### config.mk
export PLATFORM = sky130hd
export DESIGN_NAME = bkpt_resolver
export DESIGN_NICKNAME = d
export VERILOG_FILES = /design/src/rtl/bkpt_pkg.sv /design/src/rtl/bkpt_rst_sync.sv /design/src/rtl/bkpt_decode.sv /design/src/rtl/bkpt_addr_gen.sv /design/src/rtl/bkpt_seq.sv /design/src/rtl/bkpt_resolver.sv
export SDC_FILE = /design/constraint.sdc
export NUM_CORES = 1
export LEC_CHECK = 0
export BUFFER_PORTS_ARGS = -buffer_cell sky130_fd_sc_hd__buf_2
export CORE_MARGIN = 5
export CORE_UTILIZATION = 48
export CTS_CLUSTER_SIZE = 14
export DETAILED_ROUTE_END_ITERATION = 12
export MAX_ROUTING_LAYER = met4
export PLACE_DENSITY = 0.84
export SETUP_SLACK_MARGIN = 0.15
export SLEW_MARGIN = 20
export SYNTH_ARGS = -nofsm -noshare
export SYNTH_HDL_FRONTEND = slang
export SYNTH_HIERARCHICAL = 1
export SYNTH_SLANG_ARGS = --single-unit
### constraint.sdc
create_clock -name clk -period 1.5 [get_ports clk]
set_input_delay 0.15 -clock clk [delete_from_list [all_inputs] [get_ports clk]]
set_output_delay 0.15 -clock clk [all_outputs]
set_load 0.1 [all_outputs]
### src/rtl/bkpt_pkg.sv
package bkpt_pkg;
  localparam int OP_W = 16;
  localparam int NUM_W = 3;
  localparam logic [OP_W-1:0] BKPT_FIRST = 16'h4848;
  localparam logic [2:0] FC_CPU = 3'b111;
  localparam logic [2:0] FC_NONE = 3'b000;
  localparam int NUM_LSB = 2;
  localparam int SPACE_LSB = 16;
  localparam int SPACE_W = 4;
  localparam logic [SPACE_W-1:0] SPACE_BKPT = 4'h0;

  typedef enum logic [0:0] {
    ST_IDLE = 1'b0,
    ST_BUS  = 1'b1
  } bkpt_state_e;
endpackage

### src/rtl/bkpt_rst_sync.sv
module bkpt_rst_sync #(
  parameter int STAGES = 2
) (
  input  logic clk,
  input  logic rst_n,
  output logic rst_n_sync
);
  logic [STAGES-1:0] sync_q;

  always_ff @(posedge clk or negedge rst_n) begin
    if (!rst_n) sync_q <= '0;
    else        sync_q <= {sync_q[STAGES-2:0], 1'b1};
  end

  assign rst_n_sync = sync_q[STAGES-1];
endmodule

### src/rtl/bkpt_decode.sv
module bkpt_decode
  import bkpt_pkg::*;
(
  input  logic [OP_W-1:0]  opcode,
  output logic             hit,
  output logic [NUM_W-1:0] num
);
  localparam int TAG_W = OP_W - NUM_W;
  localparam logic [TAG_W-1:0] TAG = BKPT_FIRST[OP_W-1:NUM_W];

  assign hit = (opcode[OP_W-1:NUM_W] == TAG);
  assign num = opcode[NUM_W-1:0];
endmodule

### src/rtl/bkpt_addr_gen.sv
module bkpt_addr_gen
  import bkpt_pkg::*;
#(
  parameter int ADDR_W = 24
) (
  input  logic              active,
  input  logic [NUM_W-1:0]  num,
  output logic [ADDR_W-1:0] addr,
  output logic [2:0]        fc
);
  localparam int SPACE_HI = SPACE_LSB + SPACE_W - 1;

  always_comb begin
    addr = '0;
    fc   = FC_NONE;
    if (active) begin
      addr[NUM_LSB +: NUM_W] = num;
      if (ADDR_W > SPACE_HI) addr[SPACE_LSB +: SPACE_W] = SPACE_BKPT;
      fc = FC_CPU;
    end
  end
endmodule

### src/rtl/bkpt_seq.sv
module bkpt_seq
  import bkpt_pkg::*;
(
  input  logic             clk,
  input  logic             rst_n,
  input  logic             in_valid,
  input  logic [OP_W-1:0]  in_opcode,
  input  logic             hit,
  input  logic [NUM_W-1:0] num,
  input  logic             bus_ack,
  input  logic             bus_err,
  input  logic [OP_W-1:0]  bus_rdata,
  output logic             bus_active,
  output logic [NUM_W-1:0] num_q,
  output logic             out_valid,
  output logic [OP_W-1:0]  out_opcode,
  output logic             out_subst,
  output logic             exc_illegal
);
  bkpt_state_e state_q, state_d;
  logic            accept, term;
  logic            num_en, op_en;
  logic            valid_d, subst_d, exc_d;
  logic [OP_W-1:0] op_d;

  always_comb begin
    accept  = in_valid && (state_q == ST_IDLE);
    term    = (state_q == ST_BUS) && (bus_ack || bus_err);
    state_d = state_q;
    case (state_q)
      ST_IDLE: if (accept && hit) state_d = ST_BUS;
      ST_BUS:  if (term)          state_d = ST_IDLE;
      default: state_d = ST_IDLE;
    endcase
    num_en  = accept && hit;
    valid_d = (accept && !hit) || (term && !bus_err);
    subst_d = term && !bus_err;
    exc_d   = term && bus_err;
    op_en   = valid_d;
    op_d    = accept ? in_opcode : bus_rdata;
  end

  always_ff @(posedge clk or negedge rst_n) begin
    if (!rst_n) begin
      state_q     <= ST_IDLE;
      num_q       <= '0;
      out_valid   <= 1'b0;
      out_subst   <= 1'b0;
      exc_illegal <= 1'b0;
      out_opcode  <= '0;
    end else begin
      state_q     <= state_d;
      out_valid   <= valid_d;
      out_subst   <= subst_d;
      exc_illegal <= exc_d;
      if (num_en) num_q      <= num;
      if (op_en)  out_opcode <= op_d;
    end
  end

  assign bus_active = (state_q == ST_BUS);
endmodule

### src/rtl/bkpt_resolver.sv
module bkpt_resolver
  import bkpt_pkg::*;
#(
  parameter int ADDR_W = 24
) (
  input  logic              clk,
  input  logic              rst_n,
  input  logic              in_valid,
  input  logic [15:0]       in_opcode,
  output logic              busy,
  output logic              bus_req,
  output logic [ADDR_W-1:0] bus_addr,
  output logic [2:0]        bus_fc,
  input  logic              bus_ack,
  input  logic              bus_err,
  input  logic [15:0]       bus_rdata,
  output logic              out_valid,
  output logic [15:0]       out_opcode,
  output logic              out_subst,
  output logic              exc_illegal
);
  logic             rst_n_int;
  logic             hit;
  logic [NUM_W-1:0] num, num_q;
  logic             active;

  bkpt_rst_sync #(.STAGES(2)) u_rst (
    .clk(clk), .rst_n(rst_n), .rst_n_sync(rst_n_int)
  );

  bkpt_decode u_dec (
    .opcode(in_opcode), .hit(hit), .num(num)
  );

  bkpt_seq u_seq (
    .clk(clk), .rst_n(rst_n_int),
    .in_valid(in_valid), .in_opcode(in_opcode),
    .hit(hit), .num(num),
    .bus_ack(bus_ack), .bus_err(bus_err), .bus_rdata(bus_rdata),
    .bus_active(active), .num_q(num_q),
    .out_valid(out_valid), .out_opcode(out_opcode),
    .out_subst(out_subst), .exc_illegal(exc_illegal)
  );

  bkpt_addr_gen #(.ADDR_W(ADDR_W)) u_addr (
    .active(active), .num(num_q), .addr(bus_addr), .fc(bus_fc)
  );

  assign bus_req = active;
  assign busy    = active;
endmodule

==> key figures, run 1 <==
Drt
  – First-pass iteration count of the detailed router: 4
  – Vias: 1382
  – Final WL: 4270 um
  – Wire per inst: 16.3 um
  – Drt initial violations: 44
  – Antenna viol nets, final: 0
  – Residual DRC: 0
  – Avg Vias per Cell: 5.27

Yosys
  – Post-synth ARST share: 1.00
  – Share of the synthesized area in the top cell type: 0.401
  – Top area cells in the synthesized netlist: dfrtp_1, buf_4, nor4bb_1
  – Fraction of the yosys area taken by sequential cells: 0.401
  – Post-Synthesis Cells: 150
  – Cell with the most instances after synthesis: buf_4
  – Synth Register Bits: 25
  – Synth top cells by count: buf_4, dfrtp_1, inv_1, nor4bb_1
  – Post-synthesis instance area: 1560 um^2
  – Syn Area/Cell: 10.4 um^2
  – Ys Warns: 6
  – Number of library cell types mapped by synthesis: 21
  – Yosys top cell by area: dfrtp_1
  – EDFF count, synth: 0
  – Synth Flop Type: dfrtp_1

Clocking
  – H-Tree Depth: 1
  – Clock Latency Late Sink: 0.33 ns
  – Clock slew at reported path FFs: 0.15 ns
  – Clk sink count: 25
  – CTS tree: done
  – CTS buffer count: 3
  – Max Root-Sink Buffers: 2
  – Root Driver: clkbuf_4

STA
  – Final worst slack: -0.0105 ns
  – Maximum clock rate: 662 MHz
  – Final worst path period need: 1.51 ns
  – Tcrit/Tclk final: 1.01
  – Setup_tns: -0.0105 ns
  – Layout Skew: 0.00891 ns
  – Final Hold Fails: 0
  – Unrepaired setup endpoints after global routing: yes
  – Max Slew Vio Count: 0
  – Setup Viol. Count Final: 1

Power and ir drop
  – PwrDens: 856 nW/um^2
  – Net switching power: 0.883 mW
  – Leakage: 1.04 nW
  – Clock power frac: 0.172
  – Seq pwr share: 0.403
  – Power Internal: 0.948 mW
  – Peak VDD IR: 0.000620 V
  – Comb pwr share: 0.425
  – Switching share of power: 0.482

Job
  – Max_cap viols: 0

Layout
  – Layout cells sized above 1: 0.482
  – Area added between synthesis and finish: 37.2%
  – Nets: 256
  – Design Area, Final: 2140 um^2
  – Ant diodes: 0

Die
  – Core Area: 3080 um^2
  – Die Width: 67.0 um
  – Rows: 20
  – Die area: 4490 um^2
  – Die Y: 67.0 um
  – Starting density of the core: 0.507
  – Num ports: 85

Placement
  – Post-DP HPWL: 2960 um
  – Routability Congestion: 0.785
  – Area after DPL: 1940 um^2
  – Input/output buffers: 63

GRT
  – Vias in the first global route: 1292
  – Antenna violations before repair: 0
  – First-pass GRT wire length: 6300 um
  – GRT overflow: 0
  – GRT Util Overall: 0.191
  – Pin count of the biggest net entering global routing: 24

Worst setup path
  – Critical Path RT: 1.72 ns
  – Worst setup EP type: register
  – Worst-path fanout max: 4
  – Crit path DAT: 1.73 ns
  – Critical path type: register to register
  – Crit path launch type: register

Min path
  – Worst Hold Class: primary input to register

Run status
  – Status: finished, violations left
  – Failing checks: negative setup slack
[cell usage in the layout (no fill, tap or decap), types with 2 or more instances in the layout]
cell type	count
clkbuf_4	4
inv_1	17
nor4b_1	15
a311oi_2	9
conb_1	22
buf_4	14
mux2_2	2
buf_6	4
nand3b_1	2
buf_12	9
nor4b_2	2
dfrtp_1	24
and2_4	3
a311oi_1	7
buf_2	55
nor4bb_1	17
[worst max-delay path, stage by stage, from the launching register on]
cell	delay, ns
dfrtp_4	0.53
buf_6	0.13
buf_4	0.12
buf_2	0.13
nor4b_1	0.40
a311oi_2	0.08
[logic make-up after synthesis]
logic type | after synthesis | synth area share
multiplexers | 3 | 0.0217
AND/OR/NAND/NOR | 46 | 0.259
AO/OA/AOI/OAI | 17 | 0.0931
flip-flops | 25 | 0.401
other | 2 | 0.00482
buffers and inverters | 57 | 0.220
[routing by layer]
layer / share of wire / track usage / vias up
met5: 0 / - / -
met4: 0.020 / 0.0937 / 0
met3: 0.057 / 0.0185 / 8
met2: 0.51 / 0.293 / 63
met1: 0.41 / 0.251 / 675
li1: - / - / 636
[path summary, 6_finish.rpt]
path                                       start                  end  slack [ns]  cells past startpoint
worst max-delay path            u_seq/bus_active  u_seq/out_opcode[8]       -0.01                      5
worst min-delay path                in_opcode[1]       u_seq/num_q[1]        0.08                      2
worst max register to register  u_seq/bus_active  u_seq/out_opcode[8]       -0.01                      5
worst min register to register   u_rst/sync_q[1]       u_seq/num_q[1]        0.22                      1
max in group asynchronous        u_rst/sync_q[1]     u_seq/bus_active        1.03                      1
min in group asynchronous                  rst_n      u_rst/sync_q[1]        0.11                      2
[power groups by stage]
stage / logic, mW / clock network, mW / registers (mW)
final: 0.778 / 0.316 / 0.738
after global routing: 0.804 / 0.342 / 0.743
after CTS: 0.767 / 0.314 / 0.738
after detailed placement: 0.747 / 0 / 0.751
after global placement: 0.746 / 0 / 0.750
after floorplan: 0.365 / 0 / 1.05
[through the flow]
| stage | std cells | hold WS (ns) | power, mW | util | setup slack, ns |
|---|---|---|---|---|---|
| 2_1_floorplan | 170 | -0.146 | 1.42 | - | -0.203 |
| 3_3_place_gp | 249 | -0.0650 | 1.50 | 0.631 | -0.0401 |
| 3_5_place_dp | 249 | -0.0641 | 1.50 | 0.631 | -0.0958 |
| 4_1_cts | 260 | 0.0722 | 1.82 | 0.679 | 0.0532 |
| 5_1_grt | 262 | 0.0679 | 1.89 | 0.695 | -0.0769 |
| 6_report | 262 | 0.0777 | 1.83 | 0.695 | -0.0105 |
[sequential cells by signal (all words and copies together), names as in the netlist]
signal and cells:
u_seq/out_opcode 16, u_seq/num_q 3, u_rst/sync_q 2, u_seq/bus_active 1, u_seq/exc_illegal 1, u_seq/out_subst 1, u_seq/out_valid 1
[layout make-up]
cell class | count | area (um^2)
clock buffer | 3 | 22.5
timing repair buffer | 84 | 623
inverter | 17 | 63.8
multi-input combinational | 88 | 739
clock inverter | 1 | 5.00
tap | 44 | 55.1
sequential | 25 | 629
fill | 224 | 940
[what timing repair did]
action,in CTS,in global routing
endpoints found under the setup margin,24,29
endpoints found under the hold margin,2,0
buffers inserted,5,2
cloned,1,0
pin swaps,0,0
hold buffers,1,0
resized for setup,15,8
Note: power is estimated with default switching activity, not from simulation.
==> run 2, diff against run 1 <==
--- a/config.mk
+++ b/config.mk
@@ -7,14 +7,13 @@
 export LEC_CHECK = 0
 export BUFFER_PORTS_ARGS = -buffer_cell sky130_fd_sc_hd__buf_2
 export CORE_MARGIN = 5
-export CORE_UTILIZATION = 48
+export CORE_UTILIZATION = 45
 export CTS_CLUSTER_SIZE = 14
 export DETAILED_ROUTE_END_ITERATION = 12
 export MAX_ROUTING_LAYER = met4
-export PLACE_DENSITY = 0.84
+export PLACE_DENSITY = 0.83
 export SETUP_SLACK_MARGIN = 0.15
 export SLEW_MARGIN = 20
 export SYNTH_ARGS = -nofsm -noshare
 export SYNTH_HDL_FRONTEND = slang
-export SYNTH_HIERARCHICAL = 1
 export SYNTH_SLANG_ARGS = --single-unit
==> run 2 against run 1 <==
  * The flow now finishes without violations
  * Hold slack got worse by 0.019 ns
  * Final area decreased by 15%
  * Combinational power shrank 4.6%
  * Register-to-register slack better by 0.06 ns
  * Sequential share of layout area rose by 5.2 points
  * Highest routed layer unchanged
  * Synthesized cell count down 28%
  * Via count fell by 25%
  * Flip-flop and latch count unchanged
  * Sequential power is 0.8% higher
  * Routed wire length shrank 25%
  * Clock skew down 0.0051 ns
==> key figures, run 2 <==
Clocking
  – Clock Latency Late Sink: 0.31 ns (was 0.33 ns)
  – Root Driver: clkbuf_4 (unchanged)
  – H-Tree Depth: 1 (unchanged)
  – CTS tree: done (unchanged)
  – Clock slew at reported path FFs: 0.13 ns (was 0.15 ns)
  – Max Root-Sink Buffers: 2 (unchanged)
  – Clk sink count: 25 (unchanged)
  – CTS buffer count: 3 (unchanged)

Worst setup path
  – R2r worst-path depth: 4 (was 5)
  – Crit-path max cell delay: 0.55 ns (was 0.53 ns)
  – R2r endpoint: u_seq.out_opcode[1] (was u_seq/out_opcode[8])
  – Critical Path RT: 1.71 ns (was 1.72 ns)
  – Crit path launch type: register (unchanged)
  – Crit path from: u_seq.bus_active (was u_seq/bus_active)
  – Worst setup EP type: register (unchanged)
  – Slowest-stage cell, CP: dfrtp_4 (unchanged)
  – R2R setup slack: 0.05 ns (was -0.01 ns)
  – Reg-to-reg startpoint: u_seq.bus_active (was u_seq/bus_active)
  – Worst Setup EP: u_seq.out_opcode[1] (was u_seq/out_opcode[8])
  – Critical path type: register to register (unchanged)
  – Crit path DAT: 1.67 ns (was 1.73 ns)
  – Crit-path cells: and3b_2, buf_12, and2_1, a221o_1 (was buf_6, buf_4, buf_2, nor4b_1, a311oi_2)
  – Worst-path fanout max: 18 (was 4)

GRT
  – Antenna violations before repair: 0 (unchanged)
  – Vias in the first global route: 1070 (was 1292)
  – GRT overflow: 0 (unchanged)
  – First-pass GRT wire length: 5060 um (was 6300 um)
  – Pin count of the biggest net entering global routing: 19 (was 24)
  – GRT Util Overall: 0.163 (was 0.191)

Job
  – Max_cap viols: 0 (unchanged)

Layout
  – Max reg flops: 16 (unchanged)
  – Area occupied by multi-input gates: 587 um^2 (was 739 um^2)
  – Layout fillers: 216 (was 224)
  – Nets: 216 (was 256)
  – Reg with most FFs: u_seq.out_opcode (was u_seq/out_opcode)
  – Register area: 629 um^2 (unchanged)
  – Top flop regs: u_seq.out_opcode (16), u_seq.num_q (3), u_rst.sync_q (2) (was u_seq/out_opcode (16), u_seq/num_q (3), u_rst/sync_q (2))
  – Final Util: 0.648 (was 0.695)
  – Commonest non-fill, non-tap cells in the layout: buf_2, dfrtp_1, conb_1 (unchanged)
  – Area added between synthesis and finish: 36.7% (was 37.2%)
  – Most common cell after layout, fill and taps aside: buf_2 (unchanged)
  – Ant diodes: 0 (unchanged)
  – Layout cells sized above 1: 0.562 (was 0.482)

Drt
  – Antenna viol nets, final: 0 (unchanged)
  – Vias: 1035 (was 1382)
  – Avg Vias per Cell: 4.95 (was 5.27)
  – Drt initial violations: 36 (was 44)
  – Residual DRC: 0 (unchanged)
  – First-pass iteration count of the detailed router: 4 (unchanged)
  – Wire per inst: 15.4 um (was 16.3 um)
  – Final WL: 3220 um (was 4270 um)

Yosys
  – Yosys top cell by area: dfrtp_1 (unchanged)
  – Post-Synthesis Cells: 108 (was 150)
  – Post-synth ARST share: 1.00 (unchanged)
  – Synth Flop Type: dfrtp_1 (unchanged)
  – Ys Warns: 0 (was 6)
  – Share of the synthesized area in the top cell type: 0.471 (was 0.401)
  – Synth Register Bits: 25 (unchanged)
  – Synth top cells by count: buf_4, dfrtp_1, a21o_1, a22o_1 (was buf_4, dfrtp_1, inv_1, nor4bb_1)
  – Post-synthesis instance area: 1330 um^2 (was 1560 um^2)
  – Syn Area/Cell: 12.3 um^2 (was 10.4 um^2)
  – Top area cells in the synthesized netlist: dfrtp_1, buf_4, a221o_1 (was dfrtp_1, buf_4, nor4bb_1)
  – EDFF count, synth: 0 (unchanged)
  – Number of library cell types mapped by synthesis: 24 (was 21)
  – Fraction of the yosys area taken by sequential cells: 0.471 (was 0.401)

Die
  – Die Width: 64.3 um (was 67.0 um)
  – Rows: 19 (was 20)
  – Starting density of the core: 0.474 (was 0.507)
  – Num ports: 85 (unchanged)
  – Core Area: 2810 um^2 (was 3080 um^2)
  – Die Y: 64.3 um (was 67.0 um)
  – Die area: 4140 um^2 (was 4490 um^2)

STA
  – Final worst slack: 0.0467 ns (was -0.0105 ns)
  – Tcrit/Tclk final: 0.969 (was 1.01)
  – Setup_tns: 0 ns (was -0.0105 ns)
  – Maximum clock rate: 688 MHz (was 662 MHz)
  – Final worst path period need: 1.45 ns (was 1.51 ns)
  – Worst hold slack: 0.0584 ns (was 0.0777 ns)
  – Unrepaired setup endpoints after global routing: yes (unchanged)
  – Final Hold Fails: 0 (unchanged)
  – Max Slew Vio Count: 0 (unchanged)
  – Layout Skew: 0.00382 ns (was 0.00891 ns)
  – Setup Viol. Count Final: 0 (was 1)

Power and ir drop
  – Leakage: 1.01 nW (was 1.04 nW)
  – Peak VDD IR: 0.000690 V (was 0.000620 V)
  – Power Total: 1.78 mW (was 1.83 mW)
  – PwrDens: 979 nW/um^2 (was 856 nW/um^2)

Placement
  – Routability Congestion: 0.762 (was 0.785)
  – Place WS: -0.0859 ns (was -0.0958 ns)
  – Post-DP HPWL: 2690 um (was 2960 um)
  – Input/output buffers: 63 (unchanged)

Min path
  – Hold depth: 2 (unchanged)
  – Worst Hold Class: primary input to register (unchanged)

Run status
  – Status: finished, final reports clean (was finished, violations left)
## run 2: cell types whose count changed in the layout (fill, tap and decap cells not counted), moves of 3 or more
cell / previous run / this run
a21o_1: 0 / 9
a221o_1: 0 / 7
a22o_1: 0 / 8
a311oi_1: 7 / 0
a311oi_2: 9 / 0
and2_1: 1 / 4
and2_2: 0 / 3
and3_2: 0 / 4
buf_4: 14 / 7
inv_1: 17 / 0
nor4b_1: 15 / 0
nor4bb_1: 17 / 0
## run 2: worst min path at each step
stage	from	end
floorplan	rst_n	u_rst.sync_q[0]
global placement	rst_n	u_rst.sync_q[0]
detailed placement	rst_n	u_rst.sync_q[0]
CTS	bus_rdata[11]	u_seq.out_opcode[11]
global route	bus_rdata[11]	u_seq.out_opcode[11]
finish	bus_rdata[11]	u_seq.out_opcode[11]
## run 2: where the power goes
group | switching [mW] | internal, mW | leakage [nW]
sequential | 0.0282 | 0.716 | 0.312
clock | 0.189 | 0.104 | 0.0150
combinational | 0.615 | 0.127 | 0.687
## run 2: through the flow
stage                     cell area, um^2  std cells
final                                1820        209
after global routing                 1820        209
after CTS                            1800        208
after detailed placement             1690        202
after global placement               1690        202
after floorplan                      1440        128
## run 2: cell families after synthesis
kind of cell | count (synthesis) | share of synthesized area
other cells | 2 | 0.00565
buf+inv | 30 | 0.164
simple gates | 22 | 0.158
flops | 25 | 0.471
compound gates | 26 | 0.176
mux | 3 | 0.0254
## run 2: per-layer routing
layer / vias up / GRT usage / share of wire
met5: - / - / 0
met4: 0 / 0.0396 / 0.012
met3: 6 / 0.0455 / 0.077
met2: 53 / 0.277 / 0.51
met1: 494 / 0.190 / 0.40
li1: 482 / - / -
## run 2: layout make-up
type	instances	share of cell area
multi-input cells	73	0.323
flip-flops and latches	25	0.346
clock buffers	4	0.0145
inverters	1	0.00207
well taps	31	0.0213
repair buffers	75	0.293
## run 2: timing repair
item,4_1_cts,5_1_grt
hold buffers,1,0
pin swaps,0,3
hold endpoints to repair,2,0
resized for setup,19,2
cloned,0,1
setup buffers,1,0
setup endpoints to repair,24,28
## run 2: worst max-delay path: cells and delay by family (launching register included)
| family | cells | cell delay (ns) |
|---|---|---|
| buffers and inverters | 1 | 0.15 |
| AND/OR/NAND/NOR | 2 | 0.39 |
| flip-flops | 1 | 0.55 |
| AO/OA/AOI/OAI | 1 | 0.25 |
